`config.mk`:
```
export PLATFORM = sky130hd
export DESIGN_NAME = hline_timer
export DESIGN_NICKNAME = d
export VERILOG_FILES = /design/src/rtl/hline_pkg.sv /design/src/rtl/hline_shadow.sv /design/src/rtl/hline_counter.sv /design/src/rtl/hline_decode.sv /design/src/rtl/hline_timer.sv
export SDC_FILE = /design/constraint.sdc
export NUM_CORES = 1
export LEC_CHECK = 0
export BUFFER_PORTS_ARGS = -buffer_cell sky130_fd_sc_hd__buf_2
export CORE_ASPECT_RATIO = 0.5
export CORE_MARGIN = 5
export CORE_UTILIZATION = 40
export CTS_CLUSTER_SIZE = 40
export DETAILED_ROUTE_END_ITERATION = 8
export PLACE_DENSITY = 0.67
export SLEW_MARGIN = 20
export SYNTH_ARGS = -nofsm -noshare
export SYNTH_HDL_FRONTEND = slang
export SYNTH_HIERARCHICAL = 1
export SYNTH_SLANG_ARGS = --single-unit
```
`constraint.sdc`:
```
create_clock -name clk -period 5.7 [get_ports clk]
set_clock_uncertainty 0.05 [all_clocks]
set_input_delay 1.14 -clock clk [delete_from_list [all_inputs] [get_ports clk]]
set_output_delay 1.14 -clock clk [all_outputs]
set_load 0.05 [all_outputs]
```
`src/rtl/hline_pkg.sv`:
```
package hline_pkg;

    parameter int unsigned CNT_W = 13;
    localparam int unsigned EXT_W = CNT_W + 2;

    typedef logic [CNT_W-1:0] cnt_t;
    typedef logic [EXT_W-1:0] ext_t;

    typedef struct packed {
        cnt_t total;
        cnt_t hs_end;
        cnt_t burst_ofs;
        cnt_t burst_len;
        logic burst_en;
        cnt_t blank_beg;
        cnt_t blank_fin;
    } hcfg_t;

    typedef struct packed {
        logic hsync;
        logic hblank;
        logic burst;
    } hgate_t;

    // first pixel index of a window coded as offset minus one
    function automatic ext_t first_pix(cnt_t ofs);
        return ext_t'(ofs) + ext_t'(1);
    endfunction

    function automatic logic blank_hit(cnt_t p, cnt_t beg, cnt_t fin);
        ext_t pe;
        ext_t lo;
        ext_t hi;
        pe = ext_t'(p);
        lo = first_pix(beg);
        hi = first_pix(fin);
        if (lo == hi)
            return 1'b0;
        else if (lo < hi)
            return (pe >= lo) && (pe < hi);
        else
            return (pe >= lo) || (pe < hi);
    endfunction

    function automatic logic burst_hit(cnt_t p, cnt_t ofs, cnt_t len);
        ext_t pe;
        ext_t lo;
        pe = ext_t'(p);
        lo = first_pix(ofs);
        return (pe >= lo) && (pe < lo + ext_t'(len));
    endfunction

endpackage

```
`src/rtl/hline_shadow.sv`:
```
module hline_shadow
    import hline_pkg::*;
(
    input  logic  clk,
    input  logic  rst,
    input  logic  load,
    input  hcfg_t cfg_in,
    output hcfg_t cfg_q
);
    always_ff @(posedge clk) begin
        if (rst || load)
            cfg_q <= cfg_in;
    end
endmodule

```
`src/rtl/hline_counter.sv`:
```
module hline_counter
    import hline_pkg::*;
(
    input  logic clk,
    input  logic rst,
    input  logic pix_en,
    input  cnt_t total,
    output cnt_t count,
    output logic wrap,
    output logic line_start
);
    assign wrap = pix_en && (count == total);

    always_ff @(posedge clk) begin
        if (rst) begin
            count      <= '0;
            line_start <= 1'b0;
        end else begin
            line_start <= wrap;
            if (wrap)
                count <= '0;
            else if (pix_en)
                count <= count + cnt_t'(1);
        end
    end
endmodule

```
`src/rtl/hline_decode.sv`:
```
module hline_decode
    import hline_pkg::*;
(
    input  cnt_t   count,
    input  hcfg_t  cfg,
    output hgate_t gates
);
    always_comb begin
        gates.hsync  = count < cfg.hs_end;
        gates.hblank = blank_hit(count, cfg.blank_beg, cfg.blank_fin);
        gates.burst  = cfg.burst_en && burst_hit(count, cfg.burst_ofs, cfg.burst_len);
    end
endmodule

```
`src/rtl/hline_timer.sv`:
```
module hline_timer
    import hline_pkg::*;
(
    input  logic             clk,
    input  logic             rst,
    input  logic             pix_en,
    input  logic [CNT_W-1:0] cfg_total,
    input  logic [CNT_W-1:0] cfg_hs_end,
    input  logic [CNT_W-1:0] cfg_burst_ofs,
    input  logic [CNT_W-1:0] cfg_burst_len,
    input  logic             cfg_burst_en,
    input  logic [CNT_W-1:0] cfg_blank_beg,
    input  logic [CNT_W-1:0] cfg_blank_fin,
    output logic             hsync,
    output logic             hblank,
    output logic             burst_gate,
    output logic             line_start,
    output logic [CNT_W-1:0] pix_count
);
    hcfg_t  cfg_w;
    hcfg_t  shd_q;
    hgate_t gates;
    cnt_t   count;
    logic   wrap;

    always_comb begin
        cfg_w.total     = cfg_total;
        cfg_w.hs_end    = cfg_hs_end;
        cfg_w.burst_ofs = cfg_burst_ofs;
        cfg_w.burst_len = cfg_burst_len;
        cfg_w.burst_en  = cfg_burst_en;
        cfg_w.blank_beg = cfg_blank_beg;
        cfg_w.blank_fin = cfg_blank_fin;
    end

    hline_shadow u_shadow (
        .clk    (clk),
        .rst    (rst),
        .load   (wrap),
        .cfg_in (cfg_w),
        .cfg_q  (shd_q)
    );

    hline_counter u_counter (
        .clk        (clk),
        .rst        (rst),
        .pix_en     (pix_en),
        .total      (shd_q.total),
        .count      (count),
        .wrap       (wrap),
        .line_start (line_start)
    );

    hline_decode u_decode (
        .count (count),
        .cfg   (shd_q),
        .gates (gates)
    );

    assign hsync      = gates.hsync;
    assign hblank     = gates.hblank;
    assign burst_gate = gates.burst;
    assign pix_count  = count;
endmodule

```
==> impl_metrics.csv, run 1 <==
group,metric,value,unit
run_status,status,"complete, no violations",
pwr,power_frac_seq,44.7,%
clock_tree,cts_hold_buffers,0,
clock_tree,clock-sinks,93,
critical_path,required,4510,ps
sta,fmax,184,MHz
clock_tree,cts_setup_buffers,0,
pwr,p_per_area,256,mW/mm2
critical_path,cp_num_buf_inv,1,
sta,slew_headroom,46.6,%
sta,postLayoutSetupSlackWorst,280,ps
clock_tree,ctsResizeCount,0,
grt,antenna_found_initial,0,
routing,route.antenna.remaining_nets,0,
critical_path,critPathLaunchType,"register",
synthesis,synth_fp_nets,733,
place,hpwl,10.8,mm
grt,grt_pass1_wl,22.6,mm
pwr,p_leak,3.27,nW
synthesis,yosys.area.top_type,"edfxtp_1",
cells_and_area,final_area,0.00725,mm2
synthesis,yosysTopAreaCellShare,38.3,%
clock_tree,cts_tree,"built",
die,start_util,40.4,%
routing,vias,4597,
sta,finalHoldViolCount,0,
synthesis,ys_seq_area_share,42.9,%
clock_tree,cts-buffers-inserted,9,
sta,timing.hold.ws,668,ps
sta,fin_setup_tns,0,ps
grt,grt_max_degree,80,
pwr,fin_total_pwr,1.85,mW
critical_path,r2r-start,"u_counter/count[4]",
critical_path,crit_chain,"ha_1 -> nand3_1 -> nor2_1 -> and4_1 -> xor2_1 -> ha_1 -> nor3_1 -> nor2_1 -> o41ai_4 -> nor4bb_1 -> a211oi_1 -> ha_1 -> a211oi_1 -> o21ai_0 -> a21oi_1 -> o31ai_1 -> o311a_1 -> nor3_2 -> buf_2",
routing,firstDrtPassIters,5,
cells_and_area,final_nets,839,
place,dp_slack,738,ps
critical_path,cpPeakStageDelay,380,ps
critical_path,slowest_stage,"edfxtp_1",
routing,dr.first_iter.drc_count,295,
place,placed_cell_area,0.00691,mm2
worst_hold_path,hp-class,"register to register",
clock_tree,clockBufferDepth,2,
worst_hold_path,holdCritStartpoint,"u_counter/count[0]",
place,io_buffers,98,
die,die_area,0.0182,mm2
clock_tree,cts-root-buf,"clkbuf_16",
synthesis,synth_cells,554,
critical_path,setup.worst_path.class,"register to primary output",
die,die_y,97.9,um
cells_and_area,drive_above_1_share,19.8,%
critical_path,worstPathMaxFanout,5,
place,gp_congestion,0.852,
critical_path,startpoint,"u_shadow/cfg_q[40]",
clock_tree,cts.reportedPaths.clkPinSlew,70,ps
grt,gr-usage-all-layers,15.7,%
routing,drc,0,
critical_path,critPathMostFrequentCell,"ha_1",
pwr,p_clk_share,35.3,%
synthesis,ys_warn_count,6,
sta,setup_violations,0,
pwr,comb_power_share,20.0,%
synthesis,synthFlopType,"edfxtp_1",
sta,finalCritPeriodShare,95.1,%
pwr,p_sw,0.511,mW
sta,rsz0062_at_grt,"false",
synthesis,yosysUniqueCellTypes,58,
die,die_w,186,um
synthesis,synth_edf_count,79,
routing,wl_per_cell,16.2,um
synthesis,ys_top_cells_by_area,"edfxtp_1 (38%), ha_1 (19%), xnor2_1 (5.4%), dfxtp_1 (4.5%), xor2_1 (3.8%)",
sta,final_max_slew_viol_count,0,
routing,wirelength,14.0,mm
critical_path,cp_top_family,"simple AND/OR/NAND/NOR gates",
die,fp-row-count,32,
die,ios,99,
synthesis,ys_ff_latch,93,
grt,gr-total-overflow,0,
grt,grt_pass1_vias,4658,
die,core,0.0153,mm2
cells_and_area,diodes,0,
clock_tree,htreeDepth,3,
sta,period_needed,5420,ps
flow_run,maxCapViolCount,0,
routing,vias_per_cell,5.29,
clock_tree,clk_latency,340,ps
pwr,switching_share,27.5,%
pwr,intPower,1.34,mW
pwr,peakVddDrop,0.134,mV
synthesis,syn_area_per_cell,11.2,um2
synthesis,async_flop_share,0,%
synthesis,syn-cell-area,0.00619,mm2
critical_path,arrival,4230,ps
cells_and_area,area_delta_synth_final,17.3,%
critical_path,cp-end-kind,"primary output",
sta,tightest_slew,794,ps
[cells by family after synthesis]
family | count (synthesis) | share of synthesized area, %
adders and majority gates | 97 | 19.7
and+or+nand+nor | 144 | 13.2
AOI/OAI and AO/OA | 99 | 11.3
xor gates and xnor gates | 65 | 9.20
DFF | 93 | 42.9
buffers and inverters | 55 | 3.44
muxes | 1 | 0.162
[state kept, by name, summed over array words and instances (netlist names)]
register              cells
u_shadow/cfg_q           79
u_counter/count          13
u_counter/line_start      1
[per-stage QoR]
stage	utilization (%)	cells
after floorplan	-	554
after global placement	45.2	852
after detailed placement	45.2	852
after CTS	47.3	868
after global routing	47.4	869
final	47.4	869
[Yosys cell counts (all sizes together) (2+ instances only)]
| library cell | instances |
|---|---|
| ha | 96 |
| edfxtp | 79 |
| inv | 51 |
| xnor2 | 38 |
| nand3 | 27 |
| xor2 | 27 |
| a21oi | 25 |
| nand2 | 24 |
| nor3 | 20 |
| o21ai | 17 |
| nor2 | 16 |
| nand4 | 15 |
| dfxtp | 14 |
| a21o | 13 |
| and3 | 13 |
| a211oi | 9 |
| and4 | 8 |
| o211ai | 8 |
| nor2b | 6 |
| a31oi | 4 |
| nand2b | 4 |
| o21a | 4 |
| a211o | 3 |
| buf | 3 |
| or2 | 3 |
| a221oi | 2 |
| o31ai | 2 |
| o41ai | 2 |
| or3 | 2 |
| or4 | 2 |
[worst min-delay path, stage by stage (launching register included)]
cell     delay (ps)
dfxtp_1         450
xnor2_1         190
nor3_1           40
[placed cells by master, fill, tap and decap left out, drive strengths merged, types with 13 or more instances in the layout]
cell type,count
buf,99
ha,96
edfxtp,79
inv,53
xnor2,38
xor2,27
nand3,27
a21oi,25
nand2,24
nor3,20
o21ai,17
nor2,16
nand4,15
dfxtp,14
a21o,13
and3,13
[final cells by class]
cell class,count,area (um2)
fillers,1413,8040
multi-input cells,406,3320
flip-flops and latches,93,2650
repair buffers,99,510
well taps,204,255
clock buffers,9,225
inverters,51,191
clock inverters,7,96.3
[power groups by stage]
stage	Sequential, mW	Combinational, mW	Clock (mW)
after floorplan	0.839	0.265	0
after global placement	0.844	0.351	0
after detailed placement	0.845	0.364	0
after CTS	0.830	0.367	0.674
after global routing	0.835	0.418	0.705
final	0.829	0.371	0.655
[path summary, 6_finish.rpt]
kind / cells after the start / to / slack (ps)
worst min-delay path: 2 / u_counter/count[0] / 670
worst min register to register: 2 / u_counter/count[0] / 670
worst max register to register: 5 / u_shadow/cfg_q[45] / 2560
worst max-delay path: 19 / burst_gate / 280
[layer usage]
metal	routed length [um]	global-route usage (%)	vias up
li1	-	-	2285
met1	6470	20.1	2181
met2	6750	26.6	113
met3	609	3.65	18
met4	199	4.42	0
met5	0	0	-
Power figures use the tool's default switching activity.
==> run 2: changes to the inputs <==
SYNTH_HIERARCHICAL = not set   (was 1)
==> impl_metrics.csv, run 2 <==
group,metric,value,unit
synthesis,synth_edf_count,79,
die,die_area,0.0179,mm2
critical_path,slowest_stage,"edfxtp_1",
synthesis,ys_top_cells_by_area,"edfxtp_1 (39%), ha_1 (20%), xor2_1 (4.9%), xnor2_1 (4.8%), dfxtp_1 (4.6%)",
synthesis,async_flop_share,0,%
pwr,peakVddDrop,0.120,mV
critical_path,cp-end-kind,"primary output",
critical_path,worstPathMaxFanout,3,
sta,fmax,184,MHz
sta,fin_setup_tns,0,ps
sta,period_needed,5450,ps
routing,route.antenna.remaining_nets,0,
place,hpwl,10.7,mm
sta,rsz0062_at_grt,"false",
clock_tree,cts.reportedPaths.clkPinSlew,60,ps
grt,grt_pass1_wl,23.1,mm
cells_and_area,multiInputGateArea,0.00323,mm2
critical_path,arrival,4260,ps
cells_and_area,mostFrequentLayoutCells,"buf_2 (97), ha_1 (96), edfxtp_1 (79), inv_1 (48)",
die,start_util,41.4,%
synthesis,synth_common_cells,"ha_1 (96), edfxtp_1 (79), inv_1 (48)",
flow_run,maxCapViolCount,0,
routing,vias,4459,
sta,finalHoldViolCount,0,
clock_tree,cts_tree,"built",
synthesis,yosysTopAreaCellShare,39.1,%
synthesis,syn-cell-area,0.00607,mm2
sta,slew_headroom,58.1,%
cells_and_area,diodes,0,
critical_path,cp_top_family,"compound AO/OA/AOI/OAI gates",
grt,grt_pass1_vias,4570,
synthesis,yosysUniqueCellTypes,51,
die,die_w,184,um
cells_and_area,area_delta_synth_final,18.2,%
synthesis,synth_cells,542,
cells_and_area,ff_latch_area,0.00265,mm2
clock_tree,clk_latency,340,ps
critical_path,critPathLaunchType,"register",
cells_and_area,layout_commonest_cell,"buf_2",
sta,postLayoutSetupSlackWorst,251,ps
routing,wirelength,14.2,mm
sta,finalCritPeriodShare,95.6,%
synthesis,ys_warn_count,0,
cells_and_area,largest_reg_flops,79,
sta,timing.hold.ws,605,ps
place,io_buffers,98,
critical_path,setup.worst_path.class,"register to primary output",
clock_tree,cts_setup_buffers,0,
synthesis,synth_fp_nets,721,
critical_path,cp_num_buf_inv,1,
die,fp-row-count,31,
cells_and_area,drive_above_1_share,19.7,%
worst_hold_path,hp-class,"register to register",
synthesis,synth_most_common_cell,"ha_1",
die,die_y,97.1,um
synthesis,synthAdderAreaFrac,20.1,%
sta,tightest_slew,628,ps
cells_and_area,final_area,0.00717,mm2
grt,gr-usage-all-layers,16.0,%
synthesis,synthXorXnorAreaFrac,9.67,%
synthesis,syn_area_per_cell,11.2,um2
clock_tree,clockBufferDepth,2,
cells_and_area,reg_top3,"u_shadow.cfg_q x79, u_counter.count x13, u_counter.line_start x1",
synthesis,synthFlopType,"edfxtp_1",
clock_tree,cts_hold_buffers,0,
clock_tree,htreeDepth,3,
grt,gr-total-overflow,0,
pwr,p_per_area,261,mW/mm2
routing,wl_per_cell,16.6,um
routing,firstDrtPassIters,4,
routing,drc,0,
synthesis,synth_compound_area_share,11.4,%
place,dp_slack,425,ps
sta,setup_violations,0,
run_status,status,"complete, no violations",
critical_path,required,4510,ps
routing,vias_per_cell,5.22,
synthesis,synthSimpleGateAreaFrac,11.6,%
critical_path,cpPeakStageDelay,430,ps
die,core,0.0147,mm2
grt,antenna_found_initial,0,
cells_and_area,fillers,1335,
clock_tree,clock-sinks,93,
routing,dr.first_iter.drc_count,324,
grt,grt_max_degree,42,
synthesis,muxShareOfSynthArea,0.165,%
cells_and_area,regMostFlops,"u_shadow.cfg_q",
place,placed_cell_area,0.00680,mm2
pwr,p_leak,3.34,nW
synthesis,synth_top_family_by_area,"adder cells",
sta,final_max_slew_viol_count,0,
critical_path,crit_chain,"ha_1 -> xor2_1 -> ha_1 -> a21o_1 -> a21oi_2 -> o21ai_0 -> a31oi_1 -> xor2_1 -> ha_1 -> a21o_1 -> a21o_1 -> a2111oi_2 -> o21ai_0 -> a31o_1 -> a21oi_1 -> buf_4",
synthesis,ys_seq_area_share,43.7,%
die,ios,99,
synthesis,ys_ff_latch,93,
clock_tree,cts-buffers-inserted,9,
clock_tree,cts-root-buf,"clkbuf_16",
synthesis,yosys.area.top_type,"edfxtp_1",
place,gp_congestion,0.855,
cells_and_area,final_nets,830,
-- run 2: final cells by class --
cell class	instances	share of cell area, %
Multi-Input combinational cell	398	45.1
Sequential cell	93	37.0
Timing Repair Buffer	101	7.29
Clock buffer	11	3.52
Tap cell	198	3.45
Inverter	48	2.51
Clock inverter	5	1.13
-- run 2: metrics by stage --
step	utilization [%]	power, mW	std cells
6_report	48.9	1.87	854
5_1_grt	48.9	1.97	854
4_1_cts	48.7	1.88	853
3_5_place_dp	46.4	1.21	837
3_3_place_gp	46.4	1.19	837
2_1_floorplan	-	1.10	542
-- run 2: worst paths after layout --
path	from	end	slack, ps	cells after the start
setup / recovery	u_shadow.cfg_q[40]	burst_gate	250	16
hold / removal	u_shadow.cfg_q[76]	u_counter.line_start	610	3
setup reg to reg	u_counter.count[11]	u_shadow.cfg_q[4]	2740	6
hold reg to reg	u_shadow.cfg_q[76]	u_counter.line_start	610	3
-- run 2: kinds of logic (layout without fill, tap and decap cells) --
family                     Yosys count  in the layout
AOI/OAI and AO/OA                  100            100
adders and majority gates           97             97
buffers and inverters               51            165
xor gates and xnor gates            67             67
DFF                                 93             93
and+or+nand+nor                    133            133
muxes                                1              1
-- run 2: timing repair --
item | CTS | global route
gates resized for setup | 0 | 8
setup endpoints to repair | 0 | 1
endpoints found under the hold margin | 0 | 0
-- run 2: worst reg2reg max path, stage by stage (launching register included) --
cell     delay [ps]
dfxtp_1         690
xor2_1          140
nor4_1          300
nand3_1         190
o31ai_4         500
buf_8           240
buf_4           460
-- run 2: power breakdown --
group	total, mW	internal, mW	switching, mW
combinational	0.372	0.167	0.205
clock	0.671	0.409	0.261
sequential	0.830	0.792	0.0385
total	1.87	1.37	0.505
-- run 2: metal layers --
metal,part of all wire [%],GRT usage (%),vias up
met4,0.98,3.41,0
met5,0,0,-
met2,45,25.1,106
met3,5.8,3.74,11
met1,48,22.7,2118
li1,-,-,2224
==> run 3: changes to the inputs <==
ABC_CLOCK_PERIOD_IN_PS = 5700   (was not set)
GPL_ROUTABILITY_DRIVEN = 1   (was not set)
PLACE_DENSITY = not set   (was 0.67)
==> impl_metrics.csv, run 3 (synthesized netlist as in run 2, its figures left out) <==
group,metric,value,unit
run_status,status,"complete, no violations",
die,die_y,97.1,um
cells_and_area,final_nets,829,
sta,tightest_slew,840,ps
clock_tree,htreeDepth,3,
worst_hold_path,holdCritStartpoint,"u_shadow.cfg_q[73]",
clock_tree,cts.reportedPaths.clkPinSlew,70,ps
grt,gr-total-overflow,0,
critical_path,cp-end-kind,"primary output",
place,placed_cells,837,
routing,vias,4342,
sta,finalCritPeriodShare,94.5,%
grt,grt_max_degree,68,
place,gp_congestion,0.867,
die,core,0.0147,mm2
clock_tree,clk_latency,350,ps
clock_tree,cts_tree,"built",
clock_tree,cts-buffers-inserted,9,
sta,fin_setup_tns,0,ps
cells_and_area,drive_above_1_share,19.8,%
grt,antenna_found_initial,0,
critical_path,critPathLaunchType,"register",
pwr,p_per_area,249,mW/mm2
clock_tree,cts-root-buf,"clkbuf_16",
die,die_area,0.0179,mm2
cells_and_area,reg_top3,"u_shadow.cfg_q x79, u_counter.count x13, u_counter.line_start x1",
sta,timing.hold.ws,595,ps
cells_and_area,regMostFlops,"u_shadow.cfg_q",
die,ios,99,
critical_path,setup.worst_path.class,"register to primary output",
pwr,p_leak,3.31,nW
cells_and_area,area_delta_synth_final,17.3,%
routing,wl_per_cell,16.0,um
die,die_w,184,um
cells_and_area,fillers,1400,
die,start_util,41.4,%
routing,route.antenna.remaining_nets,0,
pwr,fin_total_pwr,1.77,mW
sta,rsz0062_at_grt,"false",
clock_tree,cts_hold_buffers,0,
sta,fmax,186,MHz
routing,wl_met3,611,um
clock_tree,clock-sinks,93,
routing,wl_met1,6.97,mm
grt,grt_pass1_vias,4354,
routing,drc,0,
routing,vias_per_cell,5.09,
grt,gr-usage-all-layers,15.8,%
critical_path,r2r-start,"u_counter.count[8]",
cells_and_area,mostFrequentLayoutCells,"buf_2 (97), ha_1 (96), edfxtp_1 (79), inv_1 (48)",
routing,firstDrtPassIters,4,
clock_tree,clockBufferDepth,2,
grt,grt_pass1_wl,22.5,mm
worst_hold_path,hp-class,"register to register",
cells_and_area,layout_commonest_cell,"buf_2",
sta,finalHoldViolCount,0,
sta,setup_violations,0,
critical_path,worstPathMaxFanout,3,
cells_and_area,diodes,0,
routing,wl_met2,5.95,mm
sta,final_max_slew_viol_count,0,
routing,dr.first_iter.drc_count,205,
place,hpwl,10.5,mm
critical_path,startpoint,"u_shadow.cfg_q[40]",
critical_path,arrival,4200,ps
cells_and_area,largest_reg_flops,79,
routing,wirelength,13.7,mm
die,fp-row-count,31,
critical_path,required,4510,ps
flow_run,maxCapViolCount,0,
pwr,peakVddDrop,0.144,mV
place,io_buffers,98,
cells_and_area,instances_no_fill,853,
routing,highest_layer,"met4",
sta,slew_headroom,44.0,%
sta,period_needed,5390,ps
[run 3: repair_timing]
item | in CTS | in global routing
hold endpoints to repair | 0 | 0
setup buffers | 0 | 0
pin swaps | 0 | 1
setup endpoints to repair | 1 | 1
gates cloned | 0 | 0
gates resized for setup | 1 | 9
[run 3: cell type report]
class | count | area [um2] | area share [%]
Inverter | 48 | 180 | 2.53
Tap cell | 198 | 248 | 3.48
Sequential cell | 93 | 2650 | 37.3
Clock buffer | 9 | 225 | 3.17
Timing Repair Buffer | 100 | 508 | 7.14
Clock inverter | 7 | 57.6 | 0.809
Multi-Input combinational cell | 398 | 3240 | 45.6
[run 3: per-stage QoR]
step | cell area, um2 | worst slack [ps] | util [%]
floorplan | 6070 | 505 | -
global placement | 6800 | 490 | 46.4
detailed placement | 6800 | 325 | 46.4
CTS | 7080 | 20.3 | 48.3
global route | 7110 | 2.39 | 48.5
finish | 7110 | 312 | 48.5
[run 3: final timing paths]
check / depth (start not counted) / endpoint / slack [ps]
max: 15 / burst_gate / 310
min: 3 / u_counter.line_start / 590
max reg2reg: 5 / u_shadow.cfg_q[19] / 2940
min reg2reg: 3 / u_counter.line_start / 590
[run 3: worst max-delay path, stage by stage (launching register included)]
cell	delay, ps
edfxtp_1	430
ha_1	370
fa_1	450
a21o_1	190
a21oi_2	200
o21ai_0	170
a31oi_1	230
xor2_1	170
ha_1	250
a21o_1	160
a21o_1	180
a2111oi_2	330
o21ai_0	130
a31o_1	200
a21oi_2	170
buf_4	230
[run 3: power breakdown]
group          total (mW)  internal [mW]  switching (mW)
clock network       0.585          0.302           0.283
registers           0.829          0.791          0.0376
logic               0.361          0.165           0.196
[run 3: per-layer routing]
layer  up-vias  GRT usage, %
li1       2227             -
met1      2021          22.9
met2        82          23.9
met3        12          3.85
met4         0          3.63
met5         -             0
